`src/rtl/mmc_seq_pkg.sv`:
```
package mmc_seq_pkg;
    typedef enum logic [2:0] {
        ST_IDLE,
        ST_INIT,
        ST_TOK_LOW,
        ST_TOK_HIGH,
        ST_RESP
    } seq_state_t;

    localparam logic [6:0] CRC7_POLY = 7'h09;
endpackage

```
`src/rtl/mmc_seq_crc7.sv`:
```
module mmc_seq_crc7 #(
    parameter int DATA_W = 40
) (
    input  logic [DATA_W-1:0] data,
    output logic [6:0]        crc
);
    import mmc_seq_pkg::*;

    always_comb begin
        logic [6:0] c;
        logic       fb;
        c = '0;
        for (int i = DATA_W - 1; i >= 0; i--) begin
            fb = data[i] ^ c[6];
            c  = {c[5:0], 1'b0};
            if (fb) begin
                c = c ^ CRC7_POLY;
            end
        end
        crc = c;
    end
endmodule

```
`src/rtl/mmc_seq_frame.sv`:
```
module mmc_seq_frame #(
    parameter int IDX_W = 6,
    parameter int ARG_W = 32
) (
    input  logic             clk,
    input  logic             rst_n,
    input  logic             load,
    input  logic             shift,
    input  logic [IDX_W-1:0] idx,
    input  logic [ARG_W-1:0] arg,
    output logic             msb
);
    localparam int HEAD_W  = 2 + IDX_W + ARG_W;
    localparam int FRAME_W = HEAD_W + 7 + 1;

    logic [HEAD_W-1:0]  head;
    logic [6:0]         crc;
    logic [FRAME_W-1:0] frame_q;

    assign head = {1'b0, 1'b0, idx, arg};

    mmc_seq_crc7 #(.DATA_W(HEAD_W)) u_crc (
        .data (head),
        .crc  (crc)
    );

    always_ff @(posedge clk or negedge rst_n) begin
        if (!rst_n) begin
            frame_q <= '1;
        end else if (load) begin
            frame_q <= {head, crc, 1'b1};
        end else if (shift) begin
            frame_q <= {frame_q[FRAME_W-2:0], 1'b1};
        end
    end

    assign msb = frame_q[FRAME_W-1];
endmodule

```
`src/rtl/mmc_seq_drive.sv`:
```
module mmc_seq_drive (
    input  logic active,
    input  logic bit_val,
    input  logic od,
    output logic line_o,
    output logic line_oe
);
    always_comb begin
        if (!active) begin
            line_o  = 1'b1;
            line_oe = 1'b0;
        end else begin
            line_o  = bit_val;
            line_oe = od ? ~bit_val : 1'b1;
        end
    end
endmodule

```
`src/rtl/mmc_cmdline_seq.sv`:
```
module mmc_cmdline_seq #(
    parameter int ARG_W         = 32,
    parameter int CMDW_W        = 16,
    parameter int IDX_W         = 6,
    parameter int INIT_BITS     = 80,
    parameter int TOK_LOW_BITS  = 47,
    parameter int TOK_HIGH_BITS = 1
) (
    input  logic              clk,
    input  logic              rst_n,
    input  logic              card_ce,
    input  logic              cfg_init,
    input  logic              cfg_host_resp,
    input  logic              cfg_ceata,
    input  logic              cfg_open_drain,
    input  logic [ARG_W-1:0]  arg_in,
    input  logic              cmd_wr,
    input  logic [CMDW_W-1:0] cmd_wdata,
    output logic              line_o,
    output logic              line_oe,
    output logic              busy,
    output logic              cmd_done
);
    import mmc_seq_pkg::*;

    localparam int FRAME_W = 2 + IDX_W + ARG_W + 7 + 1;
    localparam int MAX_A   = (INIT_BITS > FRAME_W) ? INIT_BITS : FRAME_W;
    localparam int MAX_LEN = (MAX_A > TOK_LOW_BITS) ? MAX_A : TOK_LOW_BITS;
    localparam int CNT_W   = $clog2(MAX_LEN);

    seq_state_t       state_q, state_d;
    logic [CNT_W-1:0] cnt_q, cnt_d;
    logic             init_q;
    logic             done_q, done_d;
    logic             init_req, tok_req, resp_req;
    logic             frame_load, frame_shift, frame_msb;
    logic             cur_bit, active;

    // Request decode: an init edge has priority over a command write
    assign init_req = cfg_init & ~init_q;
    assign tok_req  = cmd_wr & cfg_host_resp & cfg_ceata &
                      (arg_in == '0) & (cmd_wdata == '0);
    assign resp_req = cmd_wr & cfg_host_resp & ~cfg_ceata;

    // Next-state logic
    always_comb begin
        state_d = state_q;
        cnt_d   = cnt_q;
        done_d  = 1'b0;
        unique case (state_q)
            ST_IDLE: begin
                if (init_req) begin
                    state_d = ST_INIT;
                    cnt_d   = CNT_W'(INIT_BITS - 1);
                end else if (tok_req) begin
                    state_d = ST_TOK_LOW;
                    cnt_d   = CNT_W'(TOK_LOW_BITS - 1);
                end else if (resp_req) begin
                    state_d = ST_RESP;
                    cnt_d   = CNT_W'(FRAME_W - 1);
                end
            end
            ST_INIT, ST_TOK_HIGH, ST_RESP: begin
                if (card_ce) begin
                    if (cnt_q == '0) begin
                        state_d = ST_IDLE;
                        done_d  = 1'b1;
                    end else begin
                        cnt_d = cnt_q - 1'b1;
                    end
                end
            end
            ST_TOK_LOW: begin
                if (card_ce) begin
                    if (cnt_q == '0) begin
                        state_d = ST_TOK_HIGH;
                        cnt_d   = CNT_W'(TOK_HIGH_BITS - 1);
                    end else begin
                        cnt_d = cnt_q - 1'b1;
                    end
                end
            end
            default: begin
                state_d = ST_IDLE;
                cnt_d   = '0;
            end
        endcase
    end

    // State register
    always_ff @(posedge clk or negedge rst_n) begin
        if (!rst_n) begin
            state_q <= ST_IDLE;
            cnt_q   <= '0;
            init_q  <= 1'b0;
            done_q  <= 1'b0;
        end else begin
            state_q <= state_d;
            cnt_q   <= cnt_d;
            init_q  <= cfg_init;
            done_q  <= done_d;
        end
    end

    assign frame_load  = (state_q == ST_IDLE) & resp_req & ~init_req & ~tok_req;
    assign frame_shift = (state_q == ST_RESP) & card_ce;

    mmc_seq_frame #(.IDX_W(IDX_W), .ARG_W(ARG_W)) u_frame (
        .clk   (clk),
        .rst_n (rst_n),
        .load  (frame_load),
        .shift (frame_shift),
        .idx   (cmd_wdata[IDX_W-1:0]),
        .arg   (arg_in),
        .msb   (frame_msb)
    );

    // Output decode
    always_comb begin
        active  = 1'b1;
        cur_bit = 1'b1;
        unique case (state_q)
            ST_IDLE:     active  = 1'b0;
            ST_INIT:     cur_bit = 1'b1;
            ST_TOK_LOW:  cur_bit = 1'b0;
            ST_TOK_HIGH: cur_bit = 1'b1;
            ST_RESP:     cur_bit = frame_msb;
            default:     active  = 1'b0;
        endcase
    end

    mmc_seq_drive u_drive (
        .active  (active),
        .bit_val (cur_bit),
        .od      (cfg_open_drain),
        .line_o  (line_o),
        .line_oe (line_oe)
    );

    assign busy     = active;
    assign cmd_done = done_q;
endmodule

```
`config.mk`:
```
export PLATFORM = sky130hd
export DESIGN_NAME = mmc_cmdline_seq
export DESIGN_NICKNAME = d
export VERILOG_FILES = /design/src/rtl/mmc_seq_pkg.sv /design/src/rtl/mmc_seq_crc7.sv /design/src/rtl/mmc_seq_frame.sv /design/src/rtl/mmc_seq_drive.sv /design/src/rtl/mmc_cmdline_seq.sv
export SDC_FILE = /design/constraint.sdc
export NUM_CORES = 1
export LEC_CHECK = 0
export BUFFER_PORTS_ARGS = -buffer_cell sky130_fd_sc_hd__buf_2
export CORE_ASPECT_RATIO = 1.2
export CORE_MARGIN = 1
export CORE_UTILIZATION = 54
export CTS_BUF_LIST = sky130_fd_sc_hd__clkbuf_16
export DETAILED_ROUTE_END_ITERATION = 12
export GPL_TIMING_DRIVEN = 0
export PLACE_DENSITY = 0.77
export SYNTH_ARGS = -nofsm -noshare
export SYNTH_HDL_FRONTEND = slang
export SYNTH_SLANG_ARGS = --single-unit
```
`constraint.sdc`:
```
create_clock -name clk -period 7 [get_ports clk]
set_clock_uncertainty 0.2 [all_clocks]
set_input_delay 1.4 -clock clk [delete_from_list [all_inputs] [get_ports clk]]
set_output_delay 1.4 -clock clk [all_outputs]
set_load 0.02 [all_outputs]
```
After elaboration in Yosys (flattened, before gate mapping)
Index checks and enable logic that the tools add are counted.

operators by class
  multiplexer cells = 64
  equality and inequality tests = 10
  reductions and logical operators = 9
  add/sub/neg operators = 1
  bitwise operators = 89

operators by type and width
  kind                                                                   number
  4-bit 2-to-1 mux                                                       38
  48-bit 2-to-1 mux                                                      2
  2-bit NOT                                                              37
  7-bit 2-to-1 mux                                                       7
  1-bit XOR                                                              34
  32-bit zero test                                                       1
  3-bit 2-to-1 mux                                                       7
  7-bit one-hot mux with 3 select lines                                  1
  16-bit zero test                                                       1
  1-bit AND                                                              10
  2-bit inequality test, second input constant                           5
  3-bit one-hot mux with 3 select lines                                  1
  7-bit zero test                                                        1
  1-bit 2-to-1 mux                                                       7
  7-bit by 1-bit subtractor with 7-bit output, second input constant     1
  3-bit by 2-bit equality test with 1-bit output, second input constant  2
  1-bit NOT                                                              5
  5-bit AND reduction                                                    1
  4-bit inequality test, second input constant                           1
  4-bit AND reduction                                                    1
  4-bit OR reduction                                                     1
  3-bit by 1-bit equality test with 1-bit output, second input constant  1
  3-bit equality test, second input constant                             1
  3-bit zero test                                                        1
  other kinds (4)                                                        6

word-level totals
  input port bits = 56
  register bits after elaboration = 60
  logic and storage cells = 178

Logic depth before layout (Yosys ltp)
Gate-level depths: netlist of run 1.

  depth in word-level cells = 76
  depth in mapped cells = 8
  mapped depth without buffers = 7

Hierarchy
A second synthesis of run 1 with hierarchy kept.

unflattened totals
  cell total of the unflattened synthesis = 370
  area total of the unflattened synthesis = 4,171.5 sq um

modules (own cells, without submodules)
  module           times used  area each (sq um)  cells each  sequential area each (sq um)
  mmc_seq_frame    1           2,212.1            202         1,234.9
  mmc_seq_crc7     1           989.7              60          0.0
  mmc_cmdline_seq  1           952.2              106         300.3
  mmc_seq_drive    1           17.5               2           0.0

Worst setup path before layout of run 1
Ideal clock, no wire load.

  path kind = input -> register
  start = input port arg_in[18]
  end = register u_frame.frame_q[4]
  stages = 6
  setup slack = 3.447 ns
  data required time = 6.727 ns
  setup time = 0.073 ns
  path buffers = 0
  arrival time = 3.280 ns
  cell sequence = xnor3_1 > xnor3_1 > xor3_2 > xnor3_1 > xor2_1 > a21oi_1

between the ends
  longest elaborated chain between the ends = 17
  elaborated cells between the ends (all ways) = 40

RTL lines
  what                                                     line                                    RTL
  start, declared                                          mmc_cmdline_seq.sv:16                   input logic [ARG_W-1:0] arg_in,
  1-bit XOR                                                mmc_seq_crc7.sv:14                      fb = data[i] ^ c[6];
  4-bit 2-to-1 mux                                         mmc_seq_crc7.sv:16                      if (fb) begin
  1-bit XOR / 4-bit 2-to-1 mux (equally long branches)     mmc_seq_crc7.sv:14, mmc_seq_crc7.sv:16
  4-bit 2-to-1 mux                                         mmc_seq_crc7.sv:16
  1-bit XOR, or another cell as far along                  mmc_seq_crc7.sv:14
  4-bit 2-to-1 mux                                         mmc_seq_crc7.sv:16
  4-bit 2-to-1 mux, or another cell as far along           mmc_seq_crc7.sv:16
  4-bit 2-to-1 mux                                         mmc_seq_crc7.sv:16
  2-bit NOT (no line), or another cell as far along        n/a
  4-bit 2-to-1 mux                                         mmc_seq_crc7.sv:16
  1-bit XOR, or another cell as far along                  mmc_seq_crc7.sv:14
  4-bit 2-to-1 mux                                         mmc_seq_crc7.sv:16
  4-bit 2-to-1 mux, or another cell as far along           mmc_seq_crc7.sv:16
  4-bit 2-to-1 mux                                         mmc_seq_crc7.sv:16
  2-bit NOT (no line) / 1-bit XOR (equally long branches)  n/a
  4-bit 2-to-1 mux                                         mmc_seq_crc7.sv:16
  48-bit 2-to-1 mux                                        mmc_seq_frame.sv:30                     end else if (load) begin
  end signal, assigned                                     mmc_seq_frame.sv:31                     frame_q <= {head, crc, 1'b1};
  end signal, assigned                                     mmc_seq_frame.sv:33                     frame_q <= {frame_q[FRAME_W-2:0], 1'b1};
  end, declared                                            mmc_seq_frame.sv:18                     logic [FRAME_W-1:0] frame_q;

Parallel ways exist; a longest one is shown, timed or not.
A chain may end at the register's enable or synchronous reset.

Worst setup path after layout of run 1
  start = input port arg_in[13]
  end = register cnt_q[6]

between the ends
  longest elaborated chain between the ends = 6
  elaborated cells between the ends (all ways) = 8

RTL lines
  what                                   line                   RTL
  32-bit zero test *                     mmc_cmdline_seq.sv:42  (arg_in == '0) & (cmd_wdata == '0);
  1-bit AND *                            mmc_cmdline_seq.sv:41  assign tok_req = cmd_wr & cfg_host_resp & cfg_ceata &
  1-bit AND *                            mmc_cmdline_seq.sv:42
  7-bit 2-to-1 mux                       mmc_cmdline_seq.sv:55  end else if (tok_req) begin
  7-bit 2-to-1 mux                       mmc_cmdline_seq.sv:52  if (init_req) begin
  7-bit one-hot mux with 3 select lines  mmc_cmdline_seq.sv:50  unique case (state_q)
  end signal, assigned                   mmc_cmdline_seq.sv:99  cnt_q <= cnt_d;
  end, declared                          mmc_cmdline_seq.sv:32  logic [CNT_W-1:0] cnt_q, cnt_d;

Mark *: on every way between the ends. The rest lies on a longest branch, timed or not.

==> flow_summary.json, run 1 <==
{
  "final_nets": 499,
  "ios": 60,
  "gp_congestion": 0.884,
  "root_buffer": "clkbuf_16",
  "synth.avg_cell_area_um2": 9.79,
  "cts_setup_buffers": 0,
  "cp-end-kind": "flip-flop",
  "worst_pin_slew_ns": 0.733,
  "crit_path_start_kind": "primary input",
  "ys.warnings.count": 0,
  "synth_seq_cells": 59,
  "ctsResizeCount": 0,
  "yosysUniqueCellTypes": 38,
  "synth-edff-count": 0,
  "reg2reg_from": "state_q[0]",
  "rsz0062_at_grt": "false",
  "setup_tns_ns": 0,
  "powerDensity_nw_per_um2": 405,
  "period_needed_ns": 3.76,
  "clk_pin_slew_ns": 0.05,
  "min_from": "u_frame.frame_q[15]",
  "vias_per_cell": 5.72,
  "antenna_found_initial": 0,
  "die_width_um": 76.9,
  "hp-class": "reg2reg",
  "clk_latency_ns": 0.32,
  "overflow": 0,
  "wl_per_cell_um": 16.5,
  "fin_ws_ns": 3.24,
  "ys_seq_area_frac": 0.423,
  "placed_cells": 515,
  "cts.sinks": 59,
  "setup_violations": 0,
  "synth_area_um2": 3630,
  "drive_gt1_frac": 0.274,
  "cts_buffers": 9,
  "crit_type": "in2reg",
  "synth_top_area_cell": "dfstp_2",
  "relSlewSlack": 0.511,
  "syn_nets": 429,
  "first_iter_violations": 226,
  "synthCells": 371,
  "initial_core_util": 0.563,
  "worstPathMaxFanout": 10,
  "core_area_um2": 6450,
  "cp.arrival_ns": 3.76,
  "required_ns": 7.00,
  "synth_top_area_share": 0.340,
  "dp_worst_setup_slack_ns": 2.95,
  "synth-main-ff-cell": "dfstp_2",
  "drc": 0,
  "drv_cap": 0,
  "grt_pass1_wl_mm": 14.5,
  "cts_tree": "built",
  "synth_area_leaders": "dfstp_2 34%, xnor3_1 9.9%, nand2_1 8.9%, dfrtp_1 8.3%, a22oi_1 7.6%",
  "status": "complete, no violations",
  "fin_cells": 531,
  "hpwl_mm": 6.54,
  "port_buffers": 59,
  "die_h_um": 91.8,
  "die-area_um2": 7060,
  "ys_async_sr_fraction": 1.00,
  "grt_max_degree": 60,
  "cts_max_level": 3,
  "antenna_cells": 0,
  "cts_hold_buf": 0,
  "min_period_over_period": 0.537,
  "synthToLayoutAreaGrowth_pct": 18.9,
  "track_usage": 0.268,
  "max_freq_ghz": 0.266,
  "wl_mm": 8.75,
  "first_pass_iters": 4,
  "via_count": 3036,
  "rows": 32,
  "fin_hold_ws_ns": 0.257,
  "cts_buffer_depth": 2,
  "leakage_nw": 1.97,
  "ant_nets": 0,
  "finalMaxSlewViolations": 0,
  "hold_violations": 0,
  "cp-startpoint": "arg_in[13]",
  "ir_drop_uv": 248,
  "first_global_vias": 3049
}
area by class of cell:
| type | count | area [um2] |
|---|---|---|
| tap | 85 | 106 |
| buffer | 18 | 67.6 |
| timing repair buffer | 59 | 298 |
| clock inverter | 7 | 58.8 |
| fill | 536 | 2130 |
| multi-input combinational | 287 | 2000 |
| inverter | 7 | 26.3 |
| sequential | 59 | 1540 |
| clock buffer | 9 | 225 |
cell usage in the layout, fill, tap and decap left out, drive strengths merged, types with 3 or more instances in the layout:
| master | count |
|---|---|
| xnor3 | 16 |
| nand2 | 86 |
| dfrtp | 12 |
| xnor2 | 29 |
| nor2b | 6 |
| a22oi | 37 |
| a21oi | 15 |
| inv | 7 |
| xor2 | 11 |
| nor3 | 10 |
| mux2i | 6 |
| nand3 | 3 |
| a211oi | 4 |
| nor4 | 10 |
| nor2 | 16 |
| clkinv | 5 |
| dfstp | 47 |
| clkbuf | 26 |
| buf | 60 |
| o21ai | 16 |
metrics by stage:
step,power (W),area [um2],util
6_report,0.00175,4320,0.670
5_1_grt,0.00186,4320,0.670
4_1_cts,0.00175,4320,0.670
3_5_place_dp,0.00133,4030,0.626
3_3_place_gp,0.00130,4030,0.626
2_1_floorplan,0.00115,3630,-
sequential cells by signal, summed over array words and instances, names as in the netlist:
| signal | flops |
|---|---|
| state_q | 3 |
| cnt_q | 7 |
| init_q | 1 |
| cmd_done | 1 |
| u_frame.frame_q | 47 |
synth_stat cells (all sizes together) (2+ instances only):
cell,number
nand4,2
nor2b,6
nor4,10
nand3,3
mux2i,6
xnor3,16
or4,2
clkbuf,17
mux2,2
xnor2,29
dfrtp,12
a21oi,15
o21bai,2
nand2,86
ha,2
a211oi,4
xor2,11
inv,7
nor2,16
a22oi,37
dfstp,47
o21ai,16
nor3,10
and3,2
xor3,2
routing by layer:
metal  global-route usage  up-vias  share of wire
li1                     -     1445              -
met1                0.339     1478           0.43
met2                0.457       96           0.50
met3               0.0358       17          0.048
met4                0.115        0          0.025
met5                    0        -              0
worst paths after layout:
kind,endpoint,slack (ns),depth (start not counted)
max in group asynchronous,cnt_q[3],5.18,1
hold / removal,u_frame.frame_q[15],0.26,2
hold reg to reg,u_frame.frame_q[15],0.26,2
setup reg to reg,u_frame.frame_q[44],4.14,8
setup / recovery,cnt_q[6],3.24,8
min in group asynchronous,init_q,0.93,1
report_power, final:
group,internal (W),switching (W)
Clock,0.000270,0.000148
Sequential,0.000563,0.0000809
Combinational,0.000306,0.000384
cell families (layout without fill, tap and decap cells):
kind of cell | count (synthesis) | after routing | share of synthesized area
AOI/OAI and AO/OA | 79 | 79 | 0.143
xor gates and xnor gates | 58 | 58 | 0.209
adders and majority gates | 2 | 2 | 0.00689
buffers and inverters | 25 | 100 | 0.0258
DFF | 59 | 59 | 0.423
muxes | 8 | 8 | 0.0227
and+or+nand+nor | 140 | 140 | 0.169
critical path: stages:
cell,delay (ns)
buf_2,0.13
or4_1,0.50
or4_1,0.43
nor4_2,0.48
o31ai_1,0.25
clkbuf_1,0.27
o21ai_1,0.21
o21ai_1,0.09
Power figures use the tool's default switching activity.
==> inputs of run 2 (changes only) <==
CORE_UTILIZATION = 51   (was 54)
PLACE_DENSITY = 0.76   (was 0.77)
clock period = 3 ns   (was 7 ns; I/O delays follow)
==> run 2 against run 1 <==
Final cell count rose by 0.38%. Die area rose by 5.7%. Sequential share of layout area fell by 0.38 points. First-iteration DRC count rose by 11%.
==> flow_summary.json, run 2 (synthesis gave the netlist of run 1 again) <==
{
  "placed_cells": 517,
  "port_buffers": 59,
  "setup_violations": 0,
  "first_global_vias": 2944,
  "powerDensity_nw_per_um2": 961,
  "fill_cells": 588,
  "final_common_cell": "nand2_1",
  "wl_per_cell_um": 16.9,
  "wl_mm": 9.00,
  "dpl_cell_area_um2": 4040,
  "p_total_w": 0.00420,
  "cts_buffers": 9,
  "p_int_w": 0.00275,
  "core_area_um2": 6850,
  "cp-startpoint": "arg_in[13]",
  "hold_violations": 0,
  "rows": 33,
  "fin_cells": 533,
  "cp.arrival_ns": 2.88,
  "hp-class": "in2async",
  "clk_pin_slew_ns": 0.05,
  "vias_per_cell": 5.74,
  "drive_gt1_frac": 0.285,
  "via_count": 3057,
  "cts.sinks": 59,
  "die_h_um": 94.4,
  "first_pass_iters": 6,
  "cp-end-kind": "flip-flop",
  "design_area_um2": 4370,
  "worstPathMaxFanout": 10,
  "root_buffer": "clkbuf_16",
  "status": "complete, no violations",
  "cts_hold_buf": 0,
  "drc": 0,
  "clk_latency_ns": 0.34,
  "overflow": 0,
  "period_needed_ns": 2.87,
  "final_nets": 499,
  "grt_pass1_wl_mm": 14.3,
  "ant_nets": 0,
  "ir_drop_uv": 481,
  "switching_power_w": 0.00145,
  "synthToLayoutAreaGrowth_pct": 20.2,
  "antenna_found_initial": 0,
  "hpwl_mm": 6.71,
  "ios": 60,
  "reg_top3": "u_frame.frame_q x47, cnt_q x7, state_q x3",
  "finalMaxSlewViolations": 0,
  "die_width_um": 79.0,
  "max_freq_ghz": 0.348,
  "track_usage": 0.257,
  "min_period_over_period": 0.958,
  "setup_tns_ns": 0,
  "ctsResizeCount": 0,
  "die-area_um2": 7460,
  "drv_cap": 0,
  "worst_pin_slew_ns": 0.751,
  "crit_path_start_kind": "primary input",
  "seqPwrFrac": 0.357,
  "cts_buffer_depth": 2,
  "required_ns": 3.00,
  "multiInputGateArea_um2": 2020,
  "power.share.switching": 0.345,
  "first_iter_violations": 250,
  "crit_type": "in2reg",
  "relSlewSlack": 0.498,
  "cts_max_level": 3,
  "regArea_um2": 1540,
  "regMostFlops": "u_frame.frame_q",
  "cp_slowest_cell": "or4_1",
  "clock_power_share": 0.256,
  "slowest_delay_ns": 0.51,
  "grt_max_degree": 60,
  "leakage_nw": 2.02,
  "power_frac_comb": 0.387,
  "largest_reg_flops": 47,
  "initial_core_util": 0.530,
  "reg2reg_from": "state_q[0]",
  "gp_congestion": 0.876,
  "crit_chain": "buf_2, or4_1, or4_1, nor4_4, o31ai_1, clkbuf_1, o21ai_1, o21ai_1",
  "cts_tree": "built",
  "layout_common_cells": "86 x nand2_1, 58 x buf_2, 47 x dfstp_2, 37 x a22oi_1, 29 x xnor2_1",
  "cts_setup_buffers": 0,
  "antenna_cells": 0
}
-- run 2: power groups by stage --
stage               Combinational, W  Sequential [W]  Clock, W
global route                 0.00180         0.00154   0.00113
floorplan                    0.00125         0.00144         0
global placement             0.00154         0.00148         0
detailed placement           0.00160         0.00151         0
CTS                          0.00162         0.00150   0.00109
finish                       0.00162         0.00150   0.00107
-- run 2: area by class of cell --
cell class | instances | area share
Inverter | 7 | 0.00602
Clock inverter | 7 | 0.0195
Multi-Input combinational cell | 287 | 0.462
Clock buffer | 9 | 0.0516
Sequential cell | 59 | 0.352
Timing Repair Buffer | 59 | 0.0682
Tap cell | 87 | 0.0249
Buffer | 18 | 0.0163
-- run 2: metrics by stage --
| step | hold WS [ns] | worst slack (ns) | util |
|---|---|---|---|
| global placement | 0.246 | -0.255 | 0.589 |
| finish | 0.123 | 0.127 | 0.637 |
| floorplan | 0.104 | 0.247 | - |
| CTS | 0.199 | 0.0102 | 0.634 |
| detailed placement | 0.249 | -0.309 | 0.589 |
| global route | 0.185 | -0.0131 | 0.637 |
-- run 2: path summary, 6_finish.rpt --
kind / cells past startpoint / slack (ns) / endpoint
min in group clk: 1 / 0.20 / init_q
max reg2reg: 8 / 0.32 / u_frame.frame_q[30]
min: 1 / 0.12 / state_q[1]
max: 8 / 0.13 / cnt_q[3]
min reg2reg: 2 / 0.26 / u_frame.frame_q[16]
max in group asynchronous: 1 / 2.02 / cnt_q[2]
-- run 2: metal layers --
| layer | up-vias | wire length (um) | global-route usage |
|---|---|---|---|
| met4 | 0 | 194 | 0.0970 |
| met1 | 1504 | 3940 | 0.332 |
| li1 | 1446 | - | - |
| met5 | - | 0 | 0 |
| met3 | 16 | 472 | 0.0551 |
| met2 | 91 | 4390 | 0.423 |
-- run 2: critical path: cells and delay by family --
| kind | cells | cell delay [ns] |
|---|---|---|
| AND/OR/NAND/NOR | 3 | 1.39 |
| buffers and inverters | 2 | 0.39 |
| AO/OA/AOI/OAI | 3 | 0.49 |
==> inputs of run 3 (changes only) <==
CELL_PAD_IN_SITES_DETAIL_PLACEMENT = 2   (was not set)
CELL_PAD_IN_SITES_GLOBAL_PLACEMENT = 2   (was not set)
CORE_UTILIZATION = 32   (was 51)
PLACE_DENSITY = not set   (was 0.76)
PLACE_DENSITY_LB_ADDON = 0.1   (was not set)
==> run 3 against run 2 <==
Global-route usage fell by 4.6 points. Via count increased by 1.7%. Die area rose by 58%. Clock-buffer cell count stayed put. Routed wire length grew 26%. Combinational power is 5% higher. Final cell count up 8.4%. Final area grew 0.43%. Setup slack better by 0.095 ns. Critical endpoint is now cnt_q[6]. Largest power group unchanged.
==> flow_summary.json, run 3 (synthesis gave the netlist of run 1 again) <==
{
  "hpwl_mm": 8.58,
  "seqPwrFrac": 0.364,
  "overflow": 0,
  "drc": 0,
  "hold_violations": 0,
  "fin_hold_ws_ns": 0.146,
  "grt_pass1_wl_mm": 18.8,
  "cts.sinks": 59,
  "regMostFlops": "u_frame.frame_q",
  "switching_power_w": 0.00154,
  "required_ns": 3.00,
  "r2r_end": "u_frame.frame_q[7]",
  "die_width_um": 99.3,
  "core_area_um2": 11000,
  "crit_type": "in2reg",
  "period_needed_ns": 2.78,
  "ff2ff_path_depth": 8,
  "fill_cells": 1247,
  "finalMaxSlewViolations": 0,
  "layout_common_cells": "86 x nand2_1, 58 x buf_2, 47 x dfstp_2, 37 x a22oi_1, 29 x xnor2_1",
  "clock_power_share": 0.224,
  "hp-class": "in2async",
  "max_freq_ghz": 0.360,
  "regToRegSetupSlack_ns": 0.31,
  "first_pass_iters": 4,
  "fin_ws_ns": 0.222,
  "initial_core_util": 0.329,
  "power_frac_comb": 0.411,
  "ant_nets": 0,
  "antenna_cells": 0,
  "cts_max_level": 3,
  "die-area_um2": 11800,
  "min_period_over_period": 0.926,
  "clk_latency_ns": 0.33,
  "relSlewSlack": 0.481,
  "reg_top3": "u_frame.frame_q x47, cnt_q x7, state_q x3",
  "cp-end-kind": "flip-flop",
  "power.share.switching": 0.374,
  "p_int_w": 0.00258,
  "multiInputGateArea_um2": 2020,
  "rsz0062_at_grt": "false",
  "grt_max_degree": 60,
  "final_common_cell": "nand2_1",
  "cts_hold_buf": 0,
  "drive_gt1_frac": 0.294,
  "cts_buffers": 9,
  "wl_per_cell_um": 19.7,
  "cts_tree": "built",
  "port_buffers": 59,
  "placed_cells": 562,
  "first_global_vias": 3475,
  "regArea_um2": 1540,
  "clk_pin_slew_ns": 0.06,
  "fin_cells": 578,
  "worstPathMaxFanout": 10,
  "status": "complete, no violations",
  "setup_tns_ns": 0,
  "ios": 60,
  "root_buffer": "clkbuf_16",
  "cp_slowest_cell": "or4_1",
  "track_usage": 0.211,
  "cp.arrival_ns": 2.78,
  "setup_violations": 0,
  "drv_cap": 0,
  "ir_drop_uv": 291,
  "powerDensity_nw_per_um2": 941,
  "vias_per_cell": 5.38,
  "cp_num_buf_inv": 2,
  "crit_chain": "buf_2, or4_1, or4_1, nor4_4, o31ai_2, clkbuf_1, o21ai_1, o21ai_1",
  "final_nets": 499,
  "cts_buffer_depth": 2,
  "rows": 42,
  "die_h_um": 119,
  "via_count": 3108,
  "cp_top_family": "simple AND/OR/NAND/NOR gates",
  "gp_congestion": 0.749,
  "largest_reg_flops": 47,
  "reg2reg_from": "state_q[0]",
  "leakage_nw": 2.00,
  "wl_mm": 11.4,
  "dp_worst_setup_slack_ns": -0.292,
  "worst_pin_slew_ns": 0.779,
  "antenna_found_initial": 0,
  "first_iter_violations": 78,
  "synthToLayoutAreaGrowth_pct": 20.7,
  "crit_path_start_kind": "primary input",
  "slowest_delay_ns": 0.50
}
run 3: cell count changes in the layout (fill, tap and decap cells not counted):
| cell | before | now |
|---|---|---|
| bufinv_16 | 2 | 0 |
| o31ai_1 | 1 | 0 |
| nor2_1 | 16 | 15 |
| clkinv_1 | 1 | 2 |
| nor2_2 | 0 | 1 |
| clkbuf_2 | 3 | 6 |
| clkbuf_1 | 15 | 12 |
| o31ai_2 | 0 | 1 |
| clkinvlp_4 | 1 | 2 |
run 3: metal layers:
metal | track usage | up-vias | wire length [um]
met3 | 0.0349 | 18 | 368
met4 | 0.0809 | 0 | 246
li1 | - | 1442 | -
met1 | 0.254 | 1579 | 4790
met2 | 0.372 | 69 | 5960
met5 | 0 | - | 0
run 3: repair_timing:
action | in CTS | in global routing
endpoints found under the setup margin | 30 | 40
gates resized for setup | 2 | 11
setup buffers | 0 | 0
run 3: power groups by stage:
| stage | clock, W | sequential [W] | combinational (W) |
|---|---|---|---|
| 6_report | 0.000924 | 0.00150 | 0.00170 |
| 2_1_floorplan | 0 | 0.00144 | 0.00125 |
| 3_3_place_gp | 0 | 0.00150 | 0.00163 |
| 3_5_place_dp | 0 | 0.00151 | 0.00170 |
| 4_1_cts | 0.000953 | 0.00151 | 0.00172 |
| 5_1_grt | 0.000972 | 0.00155 | 0.00191 |
run 3: worst max-delay path by stage:
| stage | start | endpoint | slack (ns) | cells past startpoint |
|---|---|---|---|---|
| after floorplan | arg_in[18] | u_frame.frame_q[4] | 0.25 | 6 |
| after global placement | arg_in[13] | cnt_q[6] | -0.27 | 8 |
| after detailed placement | arg_in[13] | cnt_q[6] | -0.29 | 8 |
| after CTS | state_q[0] | u_frame.frame_q[9] | 0.03 | 8 |
| after global routing | state_q[0] | u_frame.frame_q[3] | 0.05 | 8 |
| final | arg_in[13] | cnt_q[6] | 0.22 | 8 |
run 3: worst reg2reg max path, delay by kind of cell, from the launching register on:
kind	cells	cell delay (ns)
AND/OR/NAND/NOR	4	1.02
buffers and inverters	3	0.96
flip-flops	1	0.35
AO/OA/AOI/OAI	1	0.09
run 3: layout make-up:
cell class	count	share of cell area
clock buffers	9	0.0514
flip-flops and latches	59	0.350
plain buffers	18	0.0171
well taps	132	0.0377
inverters	7	0.00599
clock inverters	7	0.00827
multi-input cells	287	0.462
repair buffers	59	0.0679
run 3: stage by stage:
step / area [um2] / utilization / power [W]
floorplan: 3630 / - / 0.00269
global placement: 4090 / 0.371 / 0.00313
detailed placement: 4100 / 0.371 / 0.00321
CTS: 4360 / 0.395 / 0.00418
global route: 4390 / 0.397 / 0.00443
finish: 4390 / 0.397 / 0.00413
